`config.mk`:
```
export PLATFORM = sky130hd
export DESIGN_NAME = alrm_unit
export DESIGN_NICKNAME = d
export VERILOG_FILES = /design/src/rtl/alrm_pkg.sv /design/src/rtl/alrm_cmp.sv /design/src/rtl/alrm_regs.sv /design/src/rtl/alrm_evt.sv /design/src/rtl/alrm_unit.sv
export SDC_FILE = /design/constraint.sdc
export NUM_CORES = 1
export LEC_CHECK = 0
export BUFFER_PORTS_ARGS = -buffer_cell sky130_fd_sc_hd__buf_2
export CORE_AREA = 4 4 102 142
export CTS_CLUSTER_DIAMETER = 80
export CTS_CLUSTER_SIZE = 20
export DETAILED_ROUTE_END_ITERATION = 10
export DIE_AREA = 0 0 106 146
export GPL_TIMING_DRIVEN = 0
export PLACE_DENSITY = 0.77
export SLEW_MARGIN = 10
export SYNTH_ARGS = -nofsm -noshare
export SYNTH_HDL_FRONTEND = slang
export SYNTH_SLANG_ARGS = --single-unit
```
`constraint.sdc`:
```
create_clock -name clk -period 2.4 [get_ports clk]
set_input_delay 0.24 -clock clk [delete_from_list [all_inputs] [get_ports clk]]
set_output_delay 0.24 -clock clk [all_outputs]
set_load 0.005 [all_outputs]
```
`src/rtl/alrm_pkg.sv`:
```
`timescale 1ns/1ps
package alrm_pkg;
  localparam int unsigned FLD_W      = 8;
  localparam int unsigned FLD_N      = 6;
  localparam int unsigned REG_STRIDE = 4;

  localparam logic [7:0] A1_BASE  = 8'h20;
  localparam logic [7:0] A2_BASE  = 8'h80;
  localparam logic [7:0] STAT_ADR = 8'h44;
  localparam logic [7:0] IEN_ADR  = 8'h48;
  localparam logic [7:0] WAKE_ADR = 8'h7C;
  localparam logic [7:0] PWR_ADR  = 8'h98;

  localparam int unsigned ST_SEC_B  = 2;
  localparam int unsigned ST_A1_B   = 6;
  localparam int unsigned ST_A2_B   = 7;
  localparam int unsigned IE_SEC_B  = 2;
  localparam int unsigned IE_A1_B   = 3;
  localparam int unsigned IE_A2_B   = 4;
  localparam int unsigned WK_A1_B   = 1;
  localparam int unsigned PW_CTL_B  = 16;
  localparam int unsigned PIN_CFG_W = 8;

  typedef struct packed {
    logic a2;
    logic a1;
    logic sec;
  } evt_t;
endpackage

```
`src/rtl/alrm_cmp.sv`:
```
`timescale 1ns/1ps
module alrm_cmp #(
  parameter int NFLD = 6,
  parameter int FW   = 8
) (
  input  logic               tick,
  input  logic [NFLD*FW-1:0] now_v,
  input  logic [NFLD*FW-1:0] set_v,
  output logic               hit
);
  logic [NFLD-1:0] fld_eq;

  for (genvar g = 0; g < NFLD; g++) begin : g_fld
    assign fld_eq[g] = (now_v[g*FW +: FW] == set_v[g*FW +: FW]);
  end

  assign hit = tick & (&fld_eq);
endmodule

```
`src/rtl/alrm_regs.sv`:
```
`timescale 1ns/1ps
module alrm_regs
  import alrm_pkg::*;
#(
  parameter int AW   = 8,
  parameter int DW   = 32,
  parameter int NFLD = 6,
  parameter int FW   = 8
) (
  input  logic               clk,
  input  logic               rst_n,
  input  logic               wr_en,
  input  logic [AW-1:0]      wr_addr,
  input  logic [DW-1:0]      wr_data,
  input  logic [AW-1:0]      rd_addr,
  input  evt_t               stat,
  output logic [NFLD*FW-1:0] a1_v,
  output logic [NFLD*FW-1:0] a2_v,
  output evt_t               ien,
  output logic               wake_a1_en,
  output logic               pwr_ctl_en,
  output logic [DW-1:0]      rd_data
);
  localparam int NSET   = 2;
  localparam int VEC_W  = NFLD * FW;
  localparam int ALL_W  = NSET * VEC_W;

  function automatic logic [AW-1:0] fld_adr(input int k, input int g);
    int base;
    base = (k == 0) ? int'(A1_BASE) : int'(A2_BASE);
    return AW'(base + g * int'(REG_STRIDE));
  endfunction

  logic [ALL_W-1:0] all_v;
  logic             unused_wd;

  assign unused_wd = ^wr_data;

  for (genvar k = 0; k < NSET; k++) begin : g_set
    for (genvar g = 0; g < NFLD; g++) begin : g_fld
      logic          sel;
      logic [FW-1:0] fld_d;
      logic [FW-1:0] fld_q;

      assign sel = wr_en && (wr_addr == fld_adr(k, g));

      always_comb begin
        fld_d = fld_q;
        if (sel) fld_d = wr_data[FW-1:0];
      end

      always_ff @(posedge clk or negedge rst_n) begin
        if (!rst_n) fld_q <= '0;
        else        fld_q <= fld_d;
      end

      assign all_v[(k*NFLD+g)*FW +: FW] = fld_q;
    end
  end

  assign a1_v = all_v[VEC_W-1:0];
  assign a2_v = all_v[ALL_W-1:VEC_W];

  evt_t                 ien_q, ien_d;
  logic                 wake_q, wake_d;
  logic                 pctl_q, pctl_d;
  logic [PIN_CFG_W-1:0] pin_q, pin_d;

  always_comb begin
    ien_d  = ien_q;
    wake_d = wake_q;
    pctl_d = pctl_q;
    pin_d  = pin_q;
    if (wr_en) begin
      if (wr_addr == AW'(IEN_ADR)) begin
        ien_d.a2  = wr_data[IE_A2_B];
        ien_d.a1  = wr_data[IE_A1_B];
        ien_d.sec = wr_data[IE_SEC_B];
      end
      if (wr_addr == AW'(WAKE_ADR)) wake_d = wr_data[WK_A1_B];
      if (wr_addr == AW'(PWR_ADR)) begin
        pctl_d = wr_data[PW_CTL_B];
        pin_d  = wr_data[PIN_CFG_W-1:0];
      end
    end
  end

  always_ff @(posedge clk or negedge rst_n) begin
    if (!rst_n) begin
      ien_q  <= '0;
      wake_q <= 1'b0;
      pctl_q <= 1'b0;
      pin_q  <= '0;
    end else begin
      ien_q  <= ien_d;
      wake_q <= wake_d;
      pctl_q <= pctl_d;
      pin_q  <= pin_d;
    end
  end

  assign ien        = ien_q;
  assign wake_a1_en = wake_q;
  assign pwr_ctl_en = pctl_q;

  always_comb begin
    rd_data = '0;
    for (int k = 0; k < NSET; k++) begin
      for (int g = 0; g < NFLD; g++) begin
        if (rd_addr == fld_adr(k, g)) rd_data[FW-1:0] = all_v[(k*NFLD+g)*FW +: FW];
      end
    end
    if (rd_addr == AW'(STAT_ADR)) begin
      rd_data[ST_A2_B]  = stat.a2;
      rd_data[ST_A1_B]  = stat.a1;
      rd_data[ST_SEC_B] = stat.sec;
    end
    if (rd_addr == AW'(IEN_ADR)) begin
      rd_data[IE_A2_B]  = ien_q.a2;
      rd_data[IE_A1_B]  = ien_q.a1;
      rd_data[IE_SEC_B] = ien_q.sec;
    end
    if (rd_addr == AW'(WAKE_ADR)) rd_data[WK_A1_B] = wake_q;
    if (rd_addr == AW'(PWR_ADR)) begin
      rd_data[PW_CTL_B]        = pctl_q;
      rd_data[PIN_CFG_W-1:0]   = pin_q;
    end
  end
endmodule

```
`src/rtl/alrm_evt.sv`:
```
`timescale 1ns/1ps
module alrm_evt
  import alrm_pkg::*;
#(
  parameter int AW = 8,
  parameter int DW = 32
) (
  input  logic          clk,
  input  logic          rst_n,
  input  logic          hit1,
  input  logic          hit2,
  input  logic          tick,
  input  logic          wr_en,
  input  logic [AW-1:0] wr_addr,
  input  logic [DW-1:0] wr_data,
  input  evt_t          ien,
  input  logic          wake_a1_en,
  input  logic          pwr_ctl_en,
  output evt_t          stat,
  output logic          irq,
  output logic          wake_req,
  output logic          pwr_en
);
  evt_t st_q, st_d, set_v, clr_v;
  logic pw_q, pw_d;
  logic unused_wd;

  assign unused_wd = ^wr_data;

  always_comb begin
    clr_v = '0;
    if (wr_en && (wr_addr == AW'(STAT_ADR))) begin
      clr_v.a2  = wr_data[ST_A2_B];
      clr_v.a1  = wr_data[ST_A1_B];
      clr_v.sec = wr_data[ST_SEC_B];
    end
    set_v.a2  = hit2;
    set_v.a1  = hit1;
    set_v.sec = tick;
    st_d      = (st_q & ~clr_v) | set_v;
    pw_d      = pw_q & ~(hit2 & pwr_ctl_en);
  end

  always_ff @(posedge clk or negedge rst_n) begin
    if (!rst_n) begin
      st_q <= '0;
      pw_q <= 1'b1;
    end else begin
      st_q <= st_d;
      pw_q <= pw_d;
    end
  end

  assign stat     = st_q;
  assign irq      = |(st_q & ien);
  assign wake_req = st_q.a1 & wake_a1_en;
  assign pwr_en   = pw_q;
endmodule

```
`src/rtl/alrm_unit.sv`:
```
`timescale 1ns/1ps
module alrm_unit
  import alrm_pkg::*;
#(
  parameter int AW   = 8,
  parameter int DW   = 32,
  parameter int NFLD = FLD_N,
  parameter int FW   = FLD_W
) (
  input  logic               clk,
  input  logic               rst_n,
  input  logic               sec_tick,
  input  logic [NFLD*FW-1:0] now_time,
  input  logic               wr_en,
  input  logic [AW-1:0]      wr_addr,
  input  logic [DW-1:0]      wr_data,
  input  logic [AW-1:0]      rd_addr,
  output logic [DW-1:0]      rd_data,
  output logic               irq,
  output logic               wake_req,
  output logic               pwr_en
);
  logic [NFLD*FW-1:0] a1_v, a2_v;
  evt_t               ien_w, stat_w;
  logic               wake_en_w, pctl_w, hit1_w, hit2_w;

  alrm_regs #(.AW(AW), .DW(DW), .NFLD(NFLD), .FW(FW)) u_regs (
    .clk(clk), .rst_n(rst_n), .wr_en(wr_en), .wr_addr(wr_addr), .wr_data(wr_data),
    .rd_addr(rd_addr), .stat(stat_w), .a1_v(a1_v), .a2_v(a2_v), .ien(ien_w),
    .wake_a1_en(wake_en_w), .pwr_ctl_en(pctl_w), .rd_data(rd_data)
  );

  alrm_cmp #(.NFLD(NFLD), .FW(FW)) u_cmp_a (
    .tick(sec_tick), .now_v(now_time), .set_v(a1_v), .hit(hit1_w)
  );

  alrm_cmp #(.NFLD(NFLD), .FW(FW)) u_cmp_b (
    .tick(sec_tick), .now_v(now_time), .set_v(a2_v), .hit(hit2_w)
  );

  alrm_evt #(.AW(AW), .DW(DW)) u_evt (
    .clk(clk), .rst_n(rst_n), .hit1(hit1_w), .hit2(hit2_w), .tick(sec_tick),
    .wr_en(wr_en), .wr_addr(wr_addr), .wr_data(wr_data), .ien(ien_w),
    .wake_a1_en(wake_en_w), .pwr_ctl_en(pctl_w), .stat(stat_w),
    .irq(irq), .wake_req(wake_req), .pwr_en(pwr_en)
  );
endmodule

```
**Word level (Yosys, flattened, before mapping)**

Cells that the tools add are included.

- Equal/unequal tests: 44
- Bitwise logic cells: 10
- Reductions and logical operators: 19
- Multiplexer cells: 19

Operators with widths:

| operator | number |
|---|---|
| $eq A8 B8 Y1 const B | 14 |
| $mux W8 | 13 |
| $eq A8 B6 Y1 const B | 12 |
| $eq A8 B8 Y1 | 12 |
| $eq A8 B7 Y1 const B | 6 |
| $logic_and A1 B1 Y1 | 13 |
| $reduce_and A6 Y1 | 2 |
| $and A3 B3 Y3 | 2 |
| $mux W3 | 2 |
| $reduce_and A2 Y1 | 3 |
| $and A1 B1 Y1 | 5 |
| $mux W1 | 3 |
| $not A3 Y3 | 1 |
| $or A3 B3 Y3 | 1 |
| $reduce_or A3 Y1 | 1 |
| $mux W2 | 1 |
| $not A1 Y1 | 1 |

- Flip-flop bits (word level): 113
- Input port bits: 100

**Longest topological paths before layout**

- Depth after elaboration: 16
- Gate-level depth with buffers: 8
- Gate-level depth less buffers: 5

**Modules after synthesis**

Synthesis repeated with hierarchy kept, for this count alone.

- Cells, all modules: 650
- Area total of the unflattened synthesis: 7,025.5 sq um

Modules (own cells, without submodules):

| module | cells each | area an instance (sq um) | instances |
|---|---|---|---|
| alrm_regs | 500 | 5,769.3 | 1 |
| alrm_cmp | 65 | 529.3 | 2 |
| alrm_evt | 20 | 197.7 | 1 |

**Least setup slack after synthesis**

No wires, ideal clock.

- Path kind: input to output
- From: input port rd_addr[6]
- To: output port rd_data[2]
- Stages: 6
- Setup slack: 0.501 ns
- Arrival time: 1.659 ns
- Buffers on the path: 1
- Required time: 2.160 ns
- Path through: or4b_1 -> buf_2 -> or3_4 -> o2111ai_1 -> a211o_1 -> o211ai_1

- Cells in the longest elaborated chain, start to end: 16

Ends and longest elaborated chain:

| item | line | source |
|---|---|---|
| start: declaration | alrm_unit.sv:17 | `input logic [AW-1:0] rd_addr,` |
| $eq A8 B6 Y1 | alrm_regs.sv:110 | `if (rd_addr == fld_adr(k, g)) rd_data[FW-1:0] = all_v[(k*NFLD+g)*FW +: FW];` |
| $mux W8 (12 in a row) | alrm_regs.sv:110 |  |
| $mux W1 | alrm_regs.sv:113 | `if (rd_addr == AW'(STAT_ADR)) begin` |
| $mux W3 | alrm_regs.sv:118 | `if (rd_addr == AW'(IEN_ADR)) begin` |
| $mux W8 * | alrm_regs.sv:124 | `if (rd_addr == AW'(PWR_ADR)) begin` |
| end: declaration | alrm_unit.sv:18 | `output logic [DW-1:0] rd_data,` |

Every way passes the cells marked *; elsewhere a longest branch is shown, timed or not.

**Worst setup path after layout**

- From: input port rd_addr[3]
- To: output port rd_data[3]

- Cells in the longest elaborated chain, start to end: 15

Ends and longest elaborated chain:

| item | line |
|---|---|
| $eq A8 B6 Y1 | alrm_regs.sv:110 |
| $mux W8 (12 in a row) | alrm_regs.sv:110 |
| $mux W3 | alrm_regs.sv:118 |
| $mux W8 * | alrm_regs.sv:124 |

Marks and branches as above.

==> Implementation_results.wiki <==
{| class="wikitable"
! Metric !! Value
|-
| WL final || 26.0 mm
|-
| Die span in y || 146 um
|-
| Post-route minimum period || 2.37 ns
|-
| Top_reg_cell synth || dfrtp_1
|-
| Most frequent standard cell in the layout excluding fill and tap cells || dfrtp_1
|-
| Highest fanout seen on the critical path || 10
|-
| Number of setup violations in the final report || 0
|-
| Count of port buffers added during placement || 86
|-
| Count of standard-cell rows || 50
|-
| Routed via count || 6421
|-
| Min-Delay Path Depth || 2
|-
| Max frequency || 422 MHz
|-
| Max-Slew Margin vs Limit || 39.7%
|-
| Cell at the slowest stage of the critical path || clkbuf_2
|-
| Critical path endpoint category || primary output
|-
| Library cell appearing most often on the critical path || buf_2
|-
| Number of standard cells in the layout, taps in and fillers out || 1033
|-
| Fraction of synthesis flops using an asynchronous set or reset pin || 100%
|-
| Classification of the worst-slack hold path || input port to register
|-
| Chip width || 106 um
|-
| Via count of the first global-routing pass || 6323
|-
| Warning count from the yosys run || 0
|-
| Synthesis-to-finish area growth || 21.8%
|-
| R2R depth || 5
|-
| WP data required || 2.16 ns
|-
| Layout fillers || 1146
|-
| Clock tree root buffer cell || clkbuf_16
|-
| Final estimated routing congestion in global placement || 0.993
|-
| Netlist area before placement || 7010 um2
|-
| Area of the core || 13300 um2
|-
| Final cycle utilization of the critical path || 98.6%
|-
| Number of detailed-route iterations in the first pass || 8
|-
| Leak pwr || 3.91 nW
|-
| Starting utilization of the core area || 52.8%
|-
| Unrepaired setup endpoints after global routing || true
|-
| Remaining antenna violation count after routing || 0
|-
| Initial antenna violation count || 0
|-
| WP data arrival || 2.13 ns
|-
| Instance count after placement with tap cells included || 996
|-
| Final Slew Violations || 0
|-
| Die area || 15500 um2
|-
| Power per unit of standard cell area || 626 nW/um2
|-
| Max rail drop VDD || 0.000410 V
|-
| Number of DRC violations after detailed-routing iteration 0 || 598
|-
| Top-Level Pins || 135
|-
| Total gr overflow || 0
|-
| GR Util All Layers || 33.7%
|-
| Worst setup skew after layout || 0.0105 ns
|-
| Ratio of cells with drive above 1 in the final layout || 30.4%
|-
| CP Class || input port to primary output
|-
| Status || finished, violations left
|-
| Routed wire per std cell || 25.2 um
|-
| Final core utilization || 64.4%
|-
| Multi-input gate area in the final layout || 3880 um2
|-
| PnR Total Power || 0.00534 W
|-
| Slew of the pin with the lowest slew margin || 0.899 ns
|-
| CP startpoint kind || input port
|-
| Nets || 938
|-
| Per-cell via count in the routed design || 6.22
|-
| Number of antenna diodes || 0
|-
| Final hold viol count || 0
|-
| Final TNS setup || 0 ns
|-
| Total number of H-tree levels || 4
|-
| Mean cell area of the mapped netlist || 9.94 um2
|-
| Number of flip-flops and latches in the synthesized netlist || 113
|-
| Post-synth EDFFs || 0
|-
| TritonCTS buffer count || 17
|-
| Drt drc || 1
|-
| Area of all sequential standard cells || 2830 um2
|-
| Failing checks || design-rule violations
|-
| Portion of the post-synthesis area used by sequential elements || 40.4%
|-
| Clock net sink count || 113
|-
| Max-capacitance violation count || 0
|-
| Stage delay of the slowest cell on the critical path || 0.34 ns
|-
| Most used cells in the layout excluding fill and tap cells || dfrtp_1, buf_2, mux2_2
|-
| TritonCTS clock tree || built
|-
| Post-detail-place hpwl || 20.0 mm
|-
| Clock Latency Late Sink || 0.42 ns
|-
| Post-synth cell types || 70
|-
| Cell count after synthesis || 705
|-
| Ordered cell list for the critical path || buf_2, clkbuf_4, clkbuf_2, o211ai_1, a221oi_1, o221ai_1, a21oi_1, buf_2
|-
| Global-route wire length before repair || 38.4 mm
|-
| Largest net degree at the start of global routing || 71
|-
| Clock buffer depth || 2
|-
| Clock transition at the register clock pins on the worst setup and hold paths after CTS || 0.05 ns
|}
## critical path, delay by kind of cell
kind            cells  cell delay [ns]
compound gates      4             0.92
buf+inv             4             0.96
## power by group
group          switching, W  internal, W
combinational      0.000407     0.000291
clock              0.000969      0.00158
sequential         0.000104      0.00200
## timing repair
| item | CTS | global route |
|---|---|---|
| resized for setup | 11 | 17 |
| pin swaps | 0 | 4 |
| hold endpoints to repair | 42 | 0 |
| hold buffers | 1 | 0 |
| setup buffers | 1 | 5 |
| setup endpoints to repair | 8 | 8 |
## state kept, by name, summed over array words and instances (netlist names)
signal and cells:
u_regs.wake_a1_en 1, u_evt.pwr_en 1, u_regs.pin_q 8, u_regs.g_set.g_fld.fld_q 96
u_regs.pwr_ctl_en 1, u_regs.ien 3, u_evt.stat 3
## area by class of cell
cell class                 count  share of cell area, %
sequential                   113                   33.1
multi-input combinational    513                   45.5
clock buffer                  19                   5.30
clock inverter                13                   1.61
inverter                      36                   1.58
buffer                        63                   4.16
tap                          182                   2.67
timing repair buffer          94                   6.08
## stage by stage
step,hold WS (ns),area (um2),worst slack [ns]
final,0.0545,8540,0.0330
after global routing,0.0698,8540,-0.00823
after CTS,0.0557,8430,0.00370
after detailed placement,0.190,7780,-0.184
after global placement,0.421,7750,-0.261
after floorplan,-0.0556,7090,0.501
## cells in the mapped netlist, types with 4 or more instances
library cell | instances | share of area, %
a2111oi_0 | 4 | 0.50
a21oi_1 | 12 | 0.86
a221oi_1 | 4 | 0.50
a222oi_1 | 4 | 0.57
a22o_1 | 6 | 0.75
a22oi_1 | 4 | 0.43
a31oi_1 | 7 | 0.62
and4_1 | 4 | 0.50
buf_2 | 12 | 0.86
buf_4 | 23 | 2.5
clkbuf_1 | 29 | 1.6
dfrtp_1 | 112 | 40
inv_1 | 36 | 1.9
mux2_1 | 15 | 2.4
mux2_2 | 66 | 11
mux2i_1 | 5 | 0.71
mux4_2 | 4 | 1.3
nand2_1 | 51 | 2.7
nand2b_1 | 10 | 0.89
nand3_1 | 18 | 1.3
nand4_1 | 14 | 1.2
nor2_1 | 23 | 1.2
nor2b_1 | 4 | 0.36
nor3_1 | 4 | 0.29
nor4_1 | 14 | 1.2
nor4b_1 | 4 | 0.50
o2111ai_1 | 6 | 0.75
o21ai_0 | 52 | 3.7
o21ai_1 | 4 | 0.29
o22ai_1 | 15 | 1.3
o2bb2ai_1 | 8 | 1.0
or3_1 | 4 | 0.36
xnor2_1 | 40 | 5.0
xor2_1 | 29 | 3.6
## layer usage
metal  share of wire, %  vias to the layer above  global-route usage, %
li1                   -                     2797                      -
met1                 38                     3122                   42.0
met2                 48                      420                   55.7
met3                8.9                       82                   6.04
met4                5.1                        0                   17.4
met5                  0                        -                      0
## worst paths after layout
| kind | start | endpoint | slack (ns) |
|---|---|---|---|
| max | rd_addr[3] | rd_data[3] | 0.03 |
| min | wr_data[16] | u_regs.pwr_ctl_en$_DFFE_PN0P_ | 0.05 |
| max reg2reg | u_regs.g_set[1].g_fld[2].fld_q[1]$_DFFE_PN0P_ | u_evt.pwr_en$_DFF_PN1_ | 0.23 |
| min in group asynchronous | rst_n | u_regs.g_set[0].g_fld[4].fld_q[6]$_DFFE_PN0P_ | 0.29 |
| max in group asynchronous | rst_n | u_regs.g_set[1].g_fld[5].fld_q[4]$_DFFE_PN0P_ | 1.41 |
| min reg2reg | u_evt.pwr_en$_DFF_PN1_ | u_evt.pwr_en$_DFF_PN1_ | 0.45 |
## kinds of logic (layout without fill, tap and decap cells)
kind of cell              after synthesis  in the layout  share of synthesized area [%]
AOI/OAI and AO/OA                     154            154                           14.7
xor gates and xnor gates               69             69                           8.62
buffers and inverters                 101            225                           6.85
DFF                                   113            113                           40.4
muxes                                  90             90                           15.0
other                                   1             23                         0.0535
and+or+nand+nor                       177            177                           14.4
Note: power is estimated with default switching activity, not from simulation.
